### config.mk
export PLATFORM = sky130hd
export DESIGN_NAME = cfo_clk_enable_ctl
export DESIGN_NICKNAME = d
export VERILOG_FILES = /design/src/rtl/cfo_pkg.sv /design/src/rtl/cfo_sync.sv /design/src/rtl/cfo_smb_rx.sv /design/src/rtl/cfo_regs.sv /design/src/rtl/cfo_gate.sv /design/src/rtl/cfo_clk_enable_ctl.sv
export SDC_FILE = /design/constraint.sdc
export NUM_CORES = 1
export LEC_CHECK = 0
export ABC_AREA = 1
export BUFFER_PORTS_ARGS = -buffer_cell sky130_fd_sc_hd__buf_4
export CAP_MARGIN = 0
export CORE_MARGIN = 3
export CORE_UTILIZATION = 35
export DETAILED_ROUTE_END_ITERATION = 8
export PLACE_DENSITY_LB_ADDON = 0.2
export SETUP_SLACK_MARGIN = 0.02
export SYNTH_ARGS = -nofsm -noshare
export SYNTH_HDL_FRONTEND = slang
export SYNTH_SLANG_ARGS = --single-unit
### constraint.sdc
create_clock -name clk -period 2.2 [get_ports clk]
set_input_delay 0.44 -clock clk [delete_from_list [all_inputs] [get_ports clk]]
set_output_delay 0.44 -clock clk [all_outputs]
set_load 0.05 [all_outputs]
### src/rtl/cfo_pkg.sv
package cfo_pkg;
   typedef enum logic [1:0] {
      RX_IDLE,
      RX_BITS,
      RX_ACK,
      RX_SKIP
   } rx_state_e;

   localparam int unsigned BYTE_W     = 8;
   localparam int unsigned HDR_BYTES  = 3;   // address, command, count
   localparam int unsigned REG_COUNT  = 8;
   localparam int unsigned IDX_HI_REG = 6;   // pairs 11..8 and feedback
   localparam int unsigned IDX_LO_REG = 7;   // pairs 7..0
   localparam int unsigned HI_BITS    = 5;   // live bits of register 6
   localparam int unsigned MAX_PAIRS  = 12;
   localparam int unsigned FB_BIT     = 12;  // feedback bit in packed map
endpackage

### src/rtl/cfo_sync.sv
module cfo_sync #(
   parameter int unsigned STAGES = 2,
   parameter int unsigned WIDTH  = 2
) (
   input  logic             clk,
   input  logic             rst_n,
   input  logic [WIDTH-1:0] d,
   output logic [WIDTH-1:0] q
);
   genvar b;
   for (b = 0; b < WIDTH; b++) begin : g_bit
      logic [STAGES-1:0] chain;
      always_ff @(posedge clk or negedge rst_n) begin
         if (!rst_n) chain <= '1;
         else        chain <= {chain[STAGES-2:0], d[b]};
      end
      assign q[b] = chain[STAGES-1];
   end
endmodule

### src/rtl/cfo_smb_rx.sv
module cfo_smb_rx
   import cfo_pkg::*;
#(
   parameter logic [6:0]  DEV_ADDR = 7'h69,
   parameter int unsigned CNT_W    = 5
) (
   input  logic              clk,
   input  logic              rst_n,
   input  logic              scl_s,
   input  logic              sda_s,
   output logic              sda_pull,
   output logic              start_ev,
   output logic              stop_ev,
   output logic              wr_stb,
   output logic [CNT_W-1:0]  wr_idx,
   output logic [BYTE_W-1:0] wr_data
);
   localparam logic [BYTE_W-1:0] WR_ADDR = {DEV_ADDR, 1'b0};
   localparam logic [CNT_W-1:0]  HDR_N   = CNT_W'(HDR_BYTES);

   logic              scl_d, sda_d;
   logic              scl_rise, scl_fall;
   rx_state_e         state;
   logic [3:0]        bit_cnt;
   logic [CNT_W-1:0]  byte_cnt;
   logic [BYTE_W-1:0] shreg;

   always_ff @(posedge clk or negedge rst_n) begin
      if (!rst_n) begin
         scl_d <= 1'b1;
         sda_d <= 1'b1;
      end else begin
         scl_d <= scl_s;
         sda_d <= sda_s;
      end
   end

   assign scl_rise = scl_s & ~scl_d;
   assign scl_fall = ~scl_s & scl_d;
   assign start_ev = scl_s & scl_d & sda_d & ~sda_s;
   assign stop_ev  = scl_s & scl_d & ~sda_d & sda_s;

   always_ff @(posedge clk or negedge rst_n) begin
      if (!rst_n) begin
         state    <= RX_IDLE;
         bit_cnt  <= '0;
         byte_cnt <= '0;
         shreg    <= '0;
         sda_pull <= 1'b0;
         wr_stb   <= 1'b0;
         wr_idx   <= '0;
         wr_data  <= '0;
      end else begin
         wr_stb <= 1'b0;
         if (start_ev) begin
            state    <= RX_BITS;
            bit_cnt  <= '0;
            byte_cnt <= '0;
            sda_pull <= 1'b0;
         end else if (stop_ev) begin
            state    <= RX_IDLE;
            sda_pull <= 1'b0;
         end else begin
            unique case (state)
               RX_BITS: begin
                  if (scl_rise) begin
                     shreg   <= {shreg[BYTE_W-2:0], sda_s};
                     bit_cnt <= bit_cnt + 4'd1;
                  end else if (scl_fall && bit_cnt == 4'd8) begin
                     if (byte_cnt == '0 && shreg != WR_ADDR) begin
                        state <= RX_SKIP;
                     end else begin
                        state    <= RX_ACK;
                        sda_pull <= 1'b1;
                        if (byte_cnt >= HDR_N) begin
                           wr_stb  <= 1'b1;
                           wr_idx  <= byte_cnt - HDR_N;
                           wr_data <= shreg;
                        end
                     end
                  end
               end
               RX_ACK: begin
                  if (scl_fall) begin
                     sda_pull <= 1'b0;
                     state    <= RX_BITS;
                     bit_cnt  <= '0;
                     if (byte_cnt != '1) byte_cnt <= byte_cnt + 1'b1;
                  end
               end
               default: ;
            endcase
         end
      end
   end
endmodule

### src/rtl/cfo_regs.sv
module cfo_regs
   import cfo_pkg::*;
#(
   parameter int unsigned NUM_PAIRS = 12,
   parameter int unsigned CNT_W     = 5
) (
   input  logic                 clk,
   input  logic                 rst_n,
   input  logic                 start_ev,
   input  logic                 stop_ev,
   input  logic                 wr_stb,
   input  logic [CNT_W-1:0]     wr_idx,
   input  logic [BYTE_W-1:0]    wr_data,
   output logic [NUM_PAIRS-1:0] en_pairs,
   output logic                 en_fb
);
   localparam logic [CNT_W-1:0] LO_IDX = CNT_W'(IDX_LO_REG);
   localparam logic [CNT_W-1:0] HI_IDX = CNT_W'(IDX_HI_REG);

   logic [BYTE_W-1:0]  cur_lo, stg_lo;
   logic [HI_BITS-1:0] cur_hi, stg_hi;
   logic               hit_lo, hit_hi;
   logic [BYTE_W+HI_BITS-1:0] en_all;

   always_ff @(posedge clk or negedge rst_n) begin
      if (!rst_n) begin
         cur_lo <= '1;
         cur_hi <= '1;
         stg_lo <= '0;
         stg_hi <= '0;
         hit_lo <= 1'b0;
         hit_hi <= 1'b0;
      end else if (start_ev) begin
         hit_lo <= 1'b0;
         hit_hi <= 1'b0;
      end else if (stop_ev) begin
         if (hit_lo) cur_lo <= stg_lo;
         if (hit_hi) cur_hi <= stg_hi;
         hit_lo <= 1'b0;
         hit_hi <= 1'b0;
      end else if (wr_stb) begin
         if (wr_idx == LO_IDX) begin
            stg_lo <= wr_data;
            hit_lo <= 1'b1;
         end
         if (wr_idx == HI_IDX) begin
            stg_hi <= wr_data[HI_BITS-1:0];
            hit_hi <= 1'b1;
         end
      end
   end

   assign en_all   = {cur_hi, cur_lo};
   assign en_pairs = en_all[NUM_PAIRS-1:0];
   assign en_fb    = en_all[FB_BIT];
endmodule

### src/rtl/cfo_gate.sv
module cfo_gate #(
   parameter int unsigned NUM_PAIRS   = 12,
   parameter int unsigned SDRAM_PAIRS = 6
) (
   input  logic                 ref_clk,
   input  logic                 pwr_dn_n,
   input  logic                 mode_ddr,
   input  logic [NUM_PAIRS-1:0] en_pairs,
   input  logic                 en_fb,
   output logic [NUM_PAIRS-1:0] out_t,
   output logic [NUM_PAIRS-1:0] out_c,
   output logic                 fb_out
);
   genvar p;
   for (p = 0; p < NUM_PAIRS; p++) begin : g_pair
      logic live;
      assign live     = pwr_dn_n & en_pairs[p];
      assign out_t[p] = live & ref_clk;
      if (p < SDRAM_PAIRS) begin : g_dual
         assign out_c[p] = live & (mode_ddr ? ~ref_clk : ref_clk);
      end else begin : g_diff
         assign out_c[p] = live & ~ref_clk;
      end
   end
   assign fb_out = pwr_dn_n & en_fb & ref_clk;
endmodule

### src/rtl/cfo_clk_enable_ctl.sv
module cfo_clk_enable_ctl
   import cfo_pkg::*;
#(
   parameter int unsigned NUM_PAIRS   = 12,
   parameter int unsigned SDRAM_PAIRS = 6,
   parameter logic [6:0]  DEV_ADDR    = 7'h69,
   parameter int unsigned SYNC_STAGES = 2
) (
   input  logic                 clk,
   input  logic                 rst_n,
   input  logic                 scl_i,
   input  logic                 sda_i,
   output logic                 sda_pull_o,
   input  logic                 ref_clk_i,
   input  logic                 pwr_dn_n_i,
   input  logic                 mode_ddr_i,
   output logic [NUM_PAIRS-1:0] clk_t_o,
   output logic [NUM_PAIRS-1:0] clk_c_o,
   output logic                 fb_clk_o
);
   localparam int unsigned CNT_W = $clog2(HDR_BYTES + REG_COUNT) + 1;

   if (NUM_PAIRS < 1 || NUM_PAIRS > MAX_PAIRS) begin : g_bad_pairs
      $error("NUM_PAIRS out of range");
   end
   if (SDRAM_PAIRS > NUM_PAIRS) begin : g_bad_sdram
      $error("SDRAM_PAIRS exceeds NUM_PAIRS");
   end
   if (SYNC_STAGES < 2) begin : g_bad_sync
      $error("SYNC_STAGES must be at least 2");
   end

   logic scl_s, sda_s;
   logic start_ev, stop_ev, wr_stb;
   logic [CNT_W-1:0]     wr_idx;
   logic [BYTE_W-1:0]    wr_data;
   logic [NUM_PAIRS-1:0] en_pairs;
   logic                 en_fb;

   cfo_sync #(.STAGES(SYNC_STAGES), .WIDTH(2)) sync_i (
      .clk (clk),
      .rst_n (rst_n),
      .d ({scl_i, sda_i}),
      .q ({scl_s, sda_s})
   );

   cfo_smb_rx #(.DEV_ADDR(DEV_ADDR), .CNT_W(CNT_W)) rx_i (
      .clk (clk),
      .rst_n (rst_n),
      .scl_s (scl_s),
      .sda_s (sda_s),
      .sda_pull (sda_pull_o),
      .start_ev (start_ev),
      .stop_ev (stop_ev),
      .wr_stb (wr_stb),
      .wr_idx (wr_idx),
      .wr_data (wr_data)
   );

   cfo_regs #(.NUM_PAIRS(NUM_PAIRS), .CNT_W(CNT_W)) regs_i (
      .clk (clk),
      .rst_n (rst_n),
      .start_ev (start_ev),
      .stop_ev (stop_ev),
      .wr_stb (wr_stb),
      .wr_idx (wr_idx),
      .wr_data (wr_data),
      .en_pairs (en_pairs),
      .en_fb (en_fb)
   );

   cfo_gate #(.NUM_PAIRS(NUM_PAIRS), .SDRAM_PAIRS(SDRAM_PAIRS)) gate_i (
      .ref_clk (ref_clk_i),
      .pwr_dn_n (pwr_dn_n_i),
      .mode_ddr (mode_ddr_i),
      .en_pairs (en_pairs),
      .en_fb (en_fb),
      .out_t (clk_t_o),
      .out_c (clk_c_o),
      .fb_out (fb_clk_o)
   );
endmodule

==> metrics, run 1 <==
Die Wd between 100 and 150 um; CTS Sinks between 60 and 70; status finished clean; max frequency slightly below 0.6 GHz; Antenna Cells 0; Reg-to-Reg End rx_i.byte_cnt[3]; post-synth net total 390; CTS H-Tree Depth 3; max-slew violations 0; initial drt markers 73; number of flops mapped to enable cells by yosys 0; Cell Pwr Density a little under 1000 nW/um^2; Finished Core Util 0.424; clock skew 8.05 ps; Syn Inst Count 376; DP HPWL around 4.3 mm; die height 101 um; Worst Hold Class input pin to asynchronous set/reset pin; VDD IR max 0.000447 V; initial antenna violation count 0; RSZ-0062 raised after global routing false; Setup Buffers After CTS 0; Boundary Pins 33; post-route ant nets 0; WS Path Type register to register; die footprint approximately 10,000 um^2; Final Critical Period ~1700 ps; Worst Max-Slew Pin Slew between 800 and 900 ps; Mapped Area around 3200 um^2; CTS tree yes; Main synth FF type dfrtp_1; 1st-pass router iterations 4; Hold Vio Cnt, Final 0; Post-Route WL around 6.0 mm; Max clock buf depth 2; global-route usage over all layers 0.130; setup TNS 0 ps; FF-to-FF Start rx_i.byte_cnt[0]; launch point of the worst path rx_i.byte_cnt[0]; Final Non-Filler Cells 524; clk_lat worst skew 340 ps; DRC 0; WL per Instance 11.4 um; total CTS buffers 9; crit path capture type register; Max Cap Viol 0; largest net degree at the start of global routing 69; GPL Wtd Cong slightly below 0.8; ys async rst share 1.00; CTS Hold Buffers Added 0; Tcrit/Tclk final 0.789; first-pass GRT wire length about 11 mm; crit path to rx_i.byte_cnt[3]; Post-CTS Resized 0; crit path DAT roughly 2000 ps; Distinct cells, synth 29; Port Buffers 32; drt via density between 4 and 5; R2R Setup Slk around 460 ps; CP max FO 7; std cell rows 34; Fin Hold WS 204 ps; clock slew at reported path FFs around 80 ps; synth warn 0; CP required ~2400 ps; Area Growth Syn to Fin 16.6%; Via Count around 2,400; core box area ~8800 um^2; CTS Root Cell clkbuf_8; Yosys reg bits between 60 and 70; # setup viols final 0; total gr overflow 0; Starting Density 0.364; part of the Yosys area used for sequential elements 0.541; Post-Syn Area per Cell around 8.5 um^2; Slew HR 0.448; fraction of layout cells with a size suffix above 1 0.200; placed cells between 500 and 600; FF-to-FF path depth 10; Startpoint Class register; nets roughly 430; Static Leakage about 1.9 nW; vias in the first global route between 2,000 and 2,500
synthesized netlist by cell type, types with 3 or more instances:
master | count | area (um^2)
o21ai_0 | 17 | 85.1
o21ai_1 | 6 | 30.0
inv_2 | 4 | 15.0
dfstp_2 | 19 | 499
dfrtp_1 | 49 | 1230
xor2_1 | 3 | 26.3
ha_1 | 7 | 87.6
nand3_1 | 23 | 115
a21oi_1 | 13 | 65.1
inv_1 | 46 | 173
buf_2 | 4 | 20.0
nand2_1 | 102 | 383
nand4_1 | 16 | 100
nor2_1 | 48 | 180
layout make-up:
class / count / area (um^2)
clock buffer: 9 / 124
clock inverter: 7 / 77.6
fill: 889 / 5050
inverter: 50 / 188
multi-input combinational: 249 / 1220
sequential: 68 / 1730
tap: 108 / 135
timing repair buffer: 33 / 248
state kept, by name, summed over array words and instances, names as in the netlist, 2 cells and up:
name and cells:
regs_i.cur_hi 5, regs_i.cur_lo 8, regs_i.stg_hi 5, regs_i.stg_lo 8, rx_i.bit_cnt 4, rx_i.byte_cnt 5
rx_i.shreg 8, rx_i.state 2, rx_i.wr_data 8, rx_i.wr_idx 5, sync_i.g_bit.chain 4
layout by cell type, fill, tap and decap left out, types with 7 or more instances in the layout:
master    Yosys  final
dfstp_2      19     19
nand3_1      23     23
nand4_1      16     16
nor2_1       48     48
buf_4         2     33
nand2_1     102    102
o21ai_0      17     17
dfrtp_1      49     49
clkbuf_8      0      9
ha_1          7      7
a21oi_1      13     13
inv_1        46     46
report_power, final:
group	leakage (nW)	total, mW	internal (mW)	switching [mW]
sequential	0.858	1.57	1.43	0.142
combinational	0.913	0.979	0.321	0.658
clock	0.0994	1.03	0.529	0.503
logic make-up (layout without fill, tap and decap cells):
family                   count (synthesis)  after routing  share of synthesized area
AND/OR/NAND/NOR                        200            200                      0.283
flip-flops                              68             68                      0.541
buffers and inverters                   59             99                     0.0758
AO/OA/AOI/OAI                           38             38                     0.0609
adder cells (fa/ha/maj)                  7              7                     0.0275
XOR/XNOR                                 3              3                    0.00825
multiplexers                             1              1                    0.00353
worst min path at each step:
| stage | from | end | slack (ps) | cells past startpoint |
|---|---|---|---|---|
| after global routing | scl_i | sync_i.g_bit[1].chain[0] | 190 | 1 |
| after CTS | scl_i | sync_i.g_bit[1].chain[0] | 190 | 1 |
| after global placement | sync_i.g_bit[0].chain[0] | sync_i.g_bit[0].chain[1] | 350 | 0 |
| after floorplan | rst_n | regs_i.hit_hi | 140 | 0 |
| after detailed placement | sync_i.g_bit[1].chain[0] | sync_i.g_bit[1].chain[1] | 350 | 0 |
| final | rst_n | regs_i.stg_lo[3] | 200 | 1 |
worst max-delay path: stages, from the launching register on:
cell and delay [ps]:
dfrtp_1 430, ha_1 230, nand2_1 90, nor2_1 50
ha_1 180, nor2_1 100, nand3_1 140, nand2_1 210
nand3_1 100, nand2_1 70, nor2_1 40
layer usage:
layer / part of all wire / global-route usage / vias up
met5: 0 / 0 / -
met4: 0.015 / 0.0521 / 0
met3: 0.042 / 0.0234 / 10
met2: 0.46 / 0.226 / 48
met1: 0.49 / 0.160 / 1072
li1: - / - / 1257
per-stage QoR:
stage / instance area [um^2] / setup WS, ps / power [mW]
5_1_grt: 3720 / 315 / 3.89
3_3_place_gp: 3520 / 457 / 2.56
2_1_floorplan: 3190 / 384 / 2.32
6_report: 3720 / 464 / 3.58
4_1_cts: 3720 / 461 / 3.64
3_5_place_dp: 3520 / 484 / 2.59
Power figures use the tool's default switching activity.
==> run 2: changes to the inputs <==
==> constraint.sdc (replaced) <==
create_clock -name clk -period 1.75 [get_ports clk]
set_input_delay 0.35 -clock clk [delete_from_list [all_inputs] [get_ports clk]]
set_output_delay 0.35 -clock clk [all_outputs]
set_load 0.05 [all_outputs]
==> run 2 against run 1 <==
  * Highest routed layer unchanged
  * Register-to-register slack worse by 320 ps
  * Clock power grew 30%
  * Wire length is 1.1% higher
  * Critical path type unchanged
  * Critical endpoint unchanged
  * Via count increased by 0.92%
  * Critical path depth did not move
==> metrics, run 2 (same netlist as run 1, synthesis figures left out) <==
crit path DAT 1840 ps (was 1960 ps); Cell Pwr Density 1210 nW/um^2 (was 963 nW/um^2); initial antenna violation count 0 (unchanged); DP HPWL 4.53 mm (was 4.30 mm); Worst Max-Slew Pin Slew 425 ps (was 828 ps); WS Path Type register to register (unchanged); vias in the first global route 2,299 (was 2,385); Starting Density 0.364 (unchanged); R2R Setup Slk 150 ps (was 460 ps); Final Non-Filler Cells 531 (was 524); CP max FO 7 (unchanged); core box area 8760 um^2 (unchanged); Static Leakage 1.91 nW (was 1.87 nW); VDD IR max 0.000810 V (was 0.000447 V); die height 101 um (unchanged); most frequent cells in the layout nand2_1, dfrtp_1, nor2_1, inv_1, buf_4 (unchanged); first-pass GRT wire length 10.6 mm (was 10.7 mm); total CTS buffers 9 (unchanged); source of the worst hold timing path sda_i; crit path capture type register (unchanged); clock slew at reported path FFs 70 ps (was 80 ps); 1st-pass router iterations 4 (unchanged); final setup margin 147 ps (was 464 ps); Post-Route WL 6.04 mm (was 5.98 mm); RSZ-0062 raised after global routing false (unchanged); status finished clean (unchanged); setup TNS 0 ps (unchanged); CTS H-Tree Depth 3 (unchanged); Reg-to-Reg End rx_i.byte_cnt[3] (unchanged); # setup viols final 0 (unchanged); post-route ant nets 0 (unchanged); Startpoint Class register (unchanged); DRC 0 (unchanged); drt via density 4.54 (was 4.56); hold path cells 1; CTS Sinks 68 (unchanged); placed cells 514 (was 508); Hold EP sync_i.g_bit[0].chain[0]; die footprint 10,300 um^2 (unchanged); CTS tree yes (unchanged); Port Buffers 32 (unchanged); max-slew violations 0 (unchanged); WL per Instance 11.4 um (about the same); GPL Wtd Cong 0.880 (was 0.780); nets 432 (was 425); initial drt markers 94 (was 73); Final Critical Period 1600 ps (was 1740 ps); Die Wd 101 um (unchanged); Area Growth Syn to Fin 19.6% (was 16.6%); Boundary Pins 33 (unchanged); Max clock buf depth 2 (unchanged); commonest non-fill, non-tap cell in the layout nand2_1 (unchanged); Via Count 2,409 (was 2,387); clk_lat worst skew 350 ps (was 340 ps); FF-to-FF Start rx_i.byte_cnt[0] (unchanged); CP required 1990 ps (was 2430 ps); clock skew 11.6 ps (was 8.05 ps); total gr overflow 0 (unchanged); Slew HR 0.716 (was 0.448); Antenna Cells 0 (unchanged); CTS Root Cell clkbuf_8 (unchanged); max frequency 0.624 GHz (was 0.576 GHz); largest net degree at the start of global routing 35 (was 69); Tcrit/Tclk final 0.916 (was 0.789); Max Cap Viol 0 (unchanged); Setup WS pre-CTS 68.2 ps (was 484 ps); Worst Hold Class input pin to register (was input pin to asynchronous set/reset pin); fraction of layout cells with a size suffix above 1 0.217 (was 0.200); std cell rows 34 (unchanged); FF-to-FF path depth 10 (unchanged); Hold Vio Cnt, Final 0 (unchanged); global-route usage over all layers 0.130 (about the same)
run 2: how the worst max path moves through the flow:
| stage | startpoint | endpoint | depth (start not counted) |
|---|---|---|---|
| after CTS | rx_i.byte_cnt[0] | rx_i.byte_cnt[3] | 10 |
| after global placement | rx_i.byte_cnt[0] | rx_i.byte_cnt[3] | 10 |
| after floorplan | pwr_dn_n_i | clk_t_o[0] | 3 |
| final | rx_i.byte_cnt[0] | rx_i.byte_cnt[3] | 10 |
| after global routing | rx_i.byte_cnt[0] | rx_i.byte_cnt[3] | 10 |
| after detailed placement | rx_i.byte_cnt[0] | rx_i.byte_cnt[3] | 10 |
run 2: per-stage QoR:
stage | utilization | hold slack, ps | total power [mW] | instance area (um^2)
floorplan | - | 54.4 | 2.91 | 3190
global placement | 0.408 | 325 | 3.28 | 3570
detailed placement | 0.408 | 328 | 3.30 | 3570
CTS | 0.432 | 93.4 | 4.66 | 3790
global route | 0.435 | 90.1 | 4.98 | 3810
finish | 0.435 | 107 | 4.62 | 3810
run 2: timing repair:
item / in CTS / in global routing
gates resized for setup: 0 / 5
hold buffers: 1 / 0
buffers inserted: 0 / 0
endpoints found under the setup margin: 0 / 8
hold endpoints to repair: 13 / 0
run 2: power breakdown:
group          switching (mW)  total (mW)  internal, mW
Clock                   0.662        1.34         0.680
Sequential              0.189        1.98          1.79
Combinational           0.839        1.29         0.453
run 2: worst max-delay path, stage by stage, from the launching register on:
cell and delay (ps):
dfrtp_1 430, ha_2 210, nand2_1 80, nor2_1 40, ha_1 170, nor2_1 130
nand3_2 140, nand2_4 130, nand3_1 70, nand2_1 60, nor2_1 40
run 2: cell type report:
class                   instances  area (um^2)
fillers                       894         4950
flip-flops and latches         68         1730
multi-input cells             249         1240
repair buffers                 40          315
inverters                      50          188
well taps                     108          135
clock buffers                   9          124
clock inverters                 7         81.3
run 2: layer usage:
| metal | wire length (um) | track usage |
|---|---|---|
| met5 | 0 | 0 |
| met4 | 99 | 0.0511 |
| met3 | 335 | 0.0365 |
| met2 | 2820 | 0.215 |
| met1 | 2790 | 0.162 |
==> run 3: changes to the inputs <==
--- a/config.mk
+++ b/config.mk
@@ -10,6 +10,7 @@
 export CAP_MARGIN = 0
 export CORE_MARGIN = 3
 export CORE_UTILIZATION = 35
+export CTS_BUF_LIST = sky130_fd_sc_hd__clkbuf_2
 export DETAILED_ROUTE_END_ITERATION = 8
 export PLACE_DENSITY_LB_ADDON = 0.2
 export SETUP_SLACK_MARGIN = 0.02
==> run 3 against run 2 <==
  * The run now ends with setup timing left
  * First-iteration DRC count down 18%
  * Sequential power about the same
  * Cell count up 2.8%
  * Critical endpoint is now clk_t_o[10]
  * Highest routed layer unchanged
==> metrics, run 3 (same netlist as run 1, synthesis figures left out) <==
Area Growth Syn to Fin 26.2% (was 19.6%); max frequency 0.570 GHz (was 0.624 GHz); post-route ant nets 0 (unchanged); RSZ-0062 raised after global routing true (was false); CP max stage delay 580 ps (was 430 ps); slowest stage cell, crit path dfstp_2 (was dfrtp_1); DP HPWL 4.53 mm (unchanged); Antenna Cells 0 (unchanged); std cell rows 34 (unchanged); WL per Instance 11.7 um (was 11.4 um); DRC 0 (unchanged); Tcrit/Tclk final 1.00 (was 0.916); status finished, violations left (was finished clean); CTS H-Tree Depth 3 (unchanged); failing checks setup timing; crit path capture type primary output (was register); first-pass GRT wire length 11.0 mm (was 10.6 mm); launch point of the worst path regs_i.cur_hi[2] (was rx_i.byte_cnt[0]); largest net degree at the start of global routing 35 (unchanged); clock slew at reported path FFs 220 ps (was 70 ps); Hold Vio Cnt, Final 0 (unchanged); core box area 8760 um^2 (unchanged); FF-to-FF Start rx_i.byte_cnt[0] (unchanged); CTS tree yes (unchanged); Setup WS pre-CTS 68.2 ps (unchanged); vias in the first global route 2,419 (was 2,299); clock skew 30.9 ps (was 11.6 ps); drt via density 4.60 (was 4.54); Starting Density 0.364 (unchanged); worst path cell trace inv_2 > nor2_2 > buf_6 (was ha_2 > nand2_1 > nor2_1 > ha_1 > nor2_1 > nand3_2 > nand2_4 > nand3_1 > nand2_1 > nor2_1); Static Leakage 1.98 nW (was 1.91 nW); global-route usage over all layers 0.134 (was 0.130); Max Cap Viol 0 (unchanged); Max clock buf depth 2 (unchanged); Cell Pwr Density 1080 nW/um^2 (was 1210 nW/um^2); fraction of layout cells with a size suffix above 1 0.324 (was 0.217); CP max FO 2 (was 7); Final Critical Period 1750 ps (was 1600 ps); # setup viols final 3 (was 0); CTS Sinks 68 (unchanged); CP required 1400 ps (was 1990 ps); crit path DAT 1400 ps (was 1840 ps); total gr overflow 0 (unchanged); Post-Route WL 6.36 mm (was 6.04 mm); Worst Hold Class input pin to asynchronous set/reset pin (was input pin to register); commonest non-fill, non-tap cell in the layout nand2_1 (unchanged); Startpoint Class register (unchanged); Slew HR 0.601 (was 0.716); total CTS buffers 9 (unchanged); WS Path Type register to primary output (was register to register); Port Buffers 32 (unchanged); most frequent cells in the layout nand2_1, dfrtp_1, inv_1, nor2_1, buf_4 (was nand2_1, dfrtp_1, nor2_1, inv_1, buf_4); Worst Max-Slew Pin Slew 597 ps (was 425 ps); Design Power 4.36 mW (was 4.62 mW); nets 447 (was 432); Boundary Pins 33 (unchanged); 1st-pass router iterations 4 (unchanged); die height 101 um (unchanged); clk_lat worst skew 510 ps (was 350 ps); GPL Wtd Cong 0.880 (unchanged); Die Wd 101 um (unchanged); initial antenna violation count 0 (unchanged); initial drt markers 77 (was 94); CTS Root Cell clkbuf_2 (was clkbuf_8); Finished Core Util 0.459 (was 0.435); max-slew violations 0 (unchanged); number of fill cells 877 (was 894); die footprint 10,300 um^2 (unchanged); critical path buffer and inverter count 2 (was 0); final setup margin -2.93 ps (was 147 ps); Via Count 2,510 (was 2,409); Top delay family on crit path flip-flops (was simple AND/OR/NAND/NOR gates); VDD IR max 0.000841 V (was 0.000810 V)
run 3: cell types whose count changed in the layout (fill, tap and decap cells not counted):
cell / change
buf_6: +23
nor2_1: -23
nor2_2: +21
buf_4: -13
inv_1: -13
inv_2: +13
clkbuf_2: +9
clkbuf_8: -9
buf_8: +2
dlygate4sd3_1: +2
nor2_4: +2
nand2_1: -1
nand2_2: +1
nand3_2: +1
run 3: where the power goes:
group	internal [mW]	leakage [nW]	total (mW)	switching (mW)
Combinational	0.503	1.05	1.39	0.886
Sequential	1.79	0.858	1.98	0.186
Clock	0.353	0.0739	0.988	0.635
run 3: repair_timing:
action / CTS / global route
hold endpoints to repair: 15 / 0
hold buffers: 3 / 0
gates cloned: 0 / 1
endpoints found under the setup margin: 25 / 39
gates resized for setup: 60 / 11
setup buffers: 8 / 4
pin swaps: 25 / 2
run 3: worst reg2reg max path, cell delays in order, from the launching register on:
cell     delay (ps)
dfrtp_1         460
ha_2            210
nand2_1          80
nor2_1           40
ha_1            170
nor2_1          140
nand3_2         140
nand2_4         130
nand3_1          70
nand2_1          60
nor2_1           40
run 3: metal layers:
metal / vias up / wire length (um) / global-route usage
met5: - / 0 / 0
li1: 1307 / - / -
met4: 0 / 74 / 0.0429
met2: 48 / 3080 / 0.227
met1: 1150 / 2910 / 0.164
met3: 5 / 295 / 0.0406
run 3: worst paths after layout:
check / to / slack (ps) / depth (start not counted)
worst min-delay path: rx_i.wr_idx[4] / 300 / 2
min in group clk: sync_i.g_bit[1].chain[1] / 370 / 0
worst max-delay path: clk_t_o[10] / -3 / 3
max in group asynchronous: regs_i.stg_lo[2] / 940 / 3
worst max register to register: rx_i.byte_cnt[3] / 130 / 10
worst min register to register: sync_i.g_bit[1].chain[1] / 370 / 0
run 3: area by class of cell:
class	count	area, um^2	share of cell area
Clock buffer	9	45.0	0.0112
Clock inverter	7	81.3	0.0202
Timing Repair Buffer	54	527	0.131
Multi-Input combinational cell	250	1320	0.328
Inverter	50	188	0.0467
Tap cell	108	135	0.0336
Sequential cell	68	1730	0.429
run 3: metrics by stage:
step	setup TNS, ps	std cells	area [um^2]	hold WS [ps]
after floorplan	0	376	3190	54.4
after global placement	0	514	3570	325
after detailed placement	0	514	3570	328
after CTS	-408	541	3940	291
after global routing	-2520	546	4020	277
final	-5.36	546	4020	296
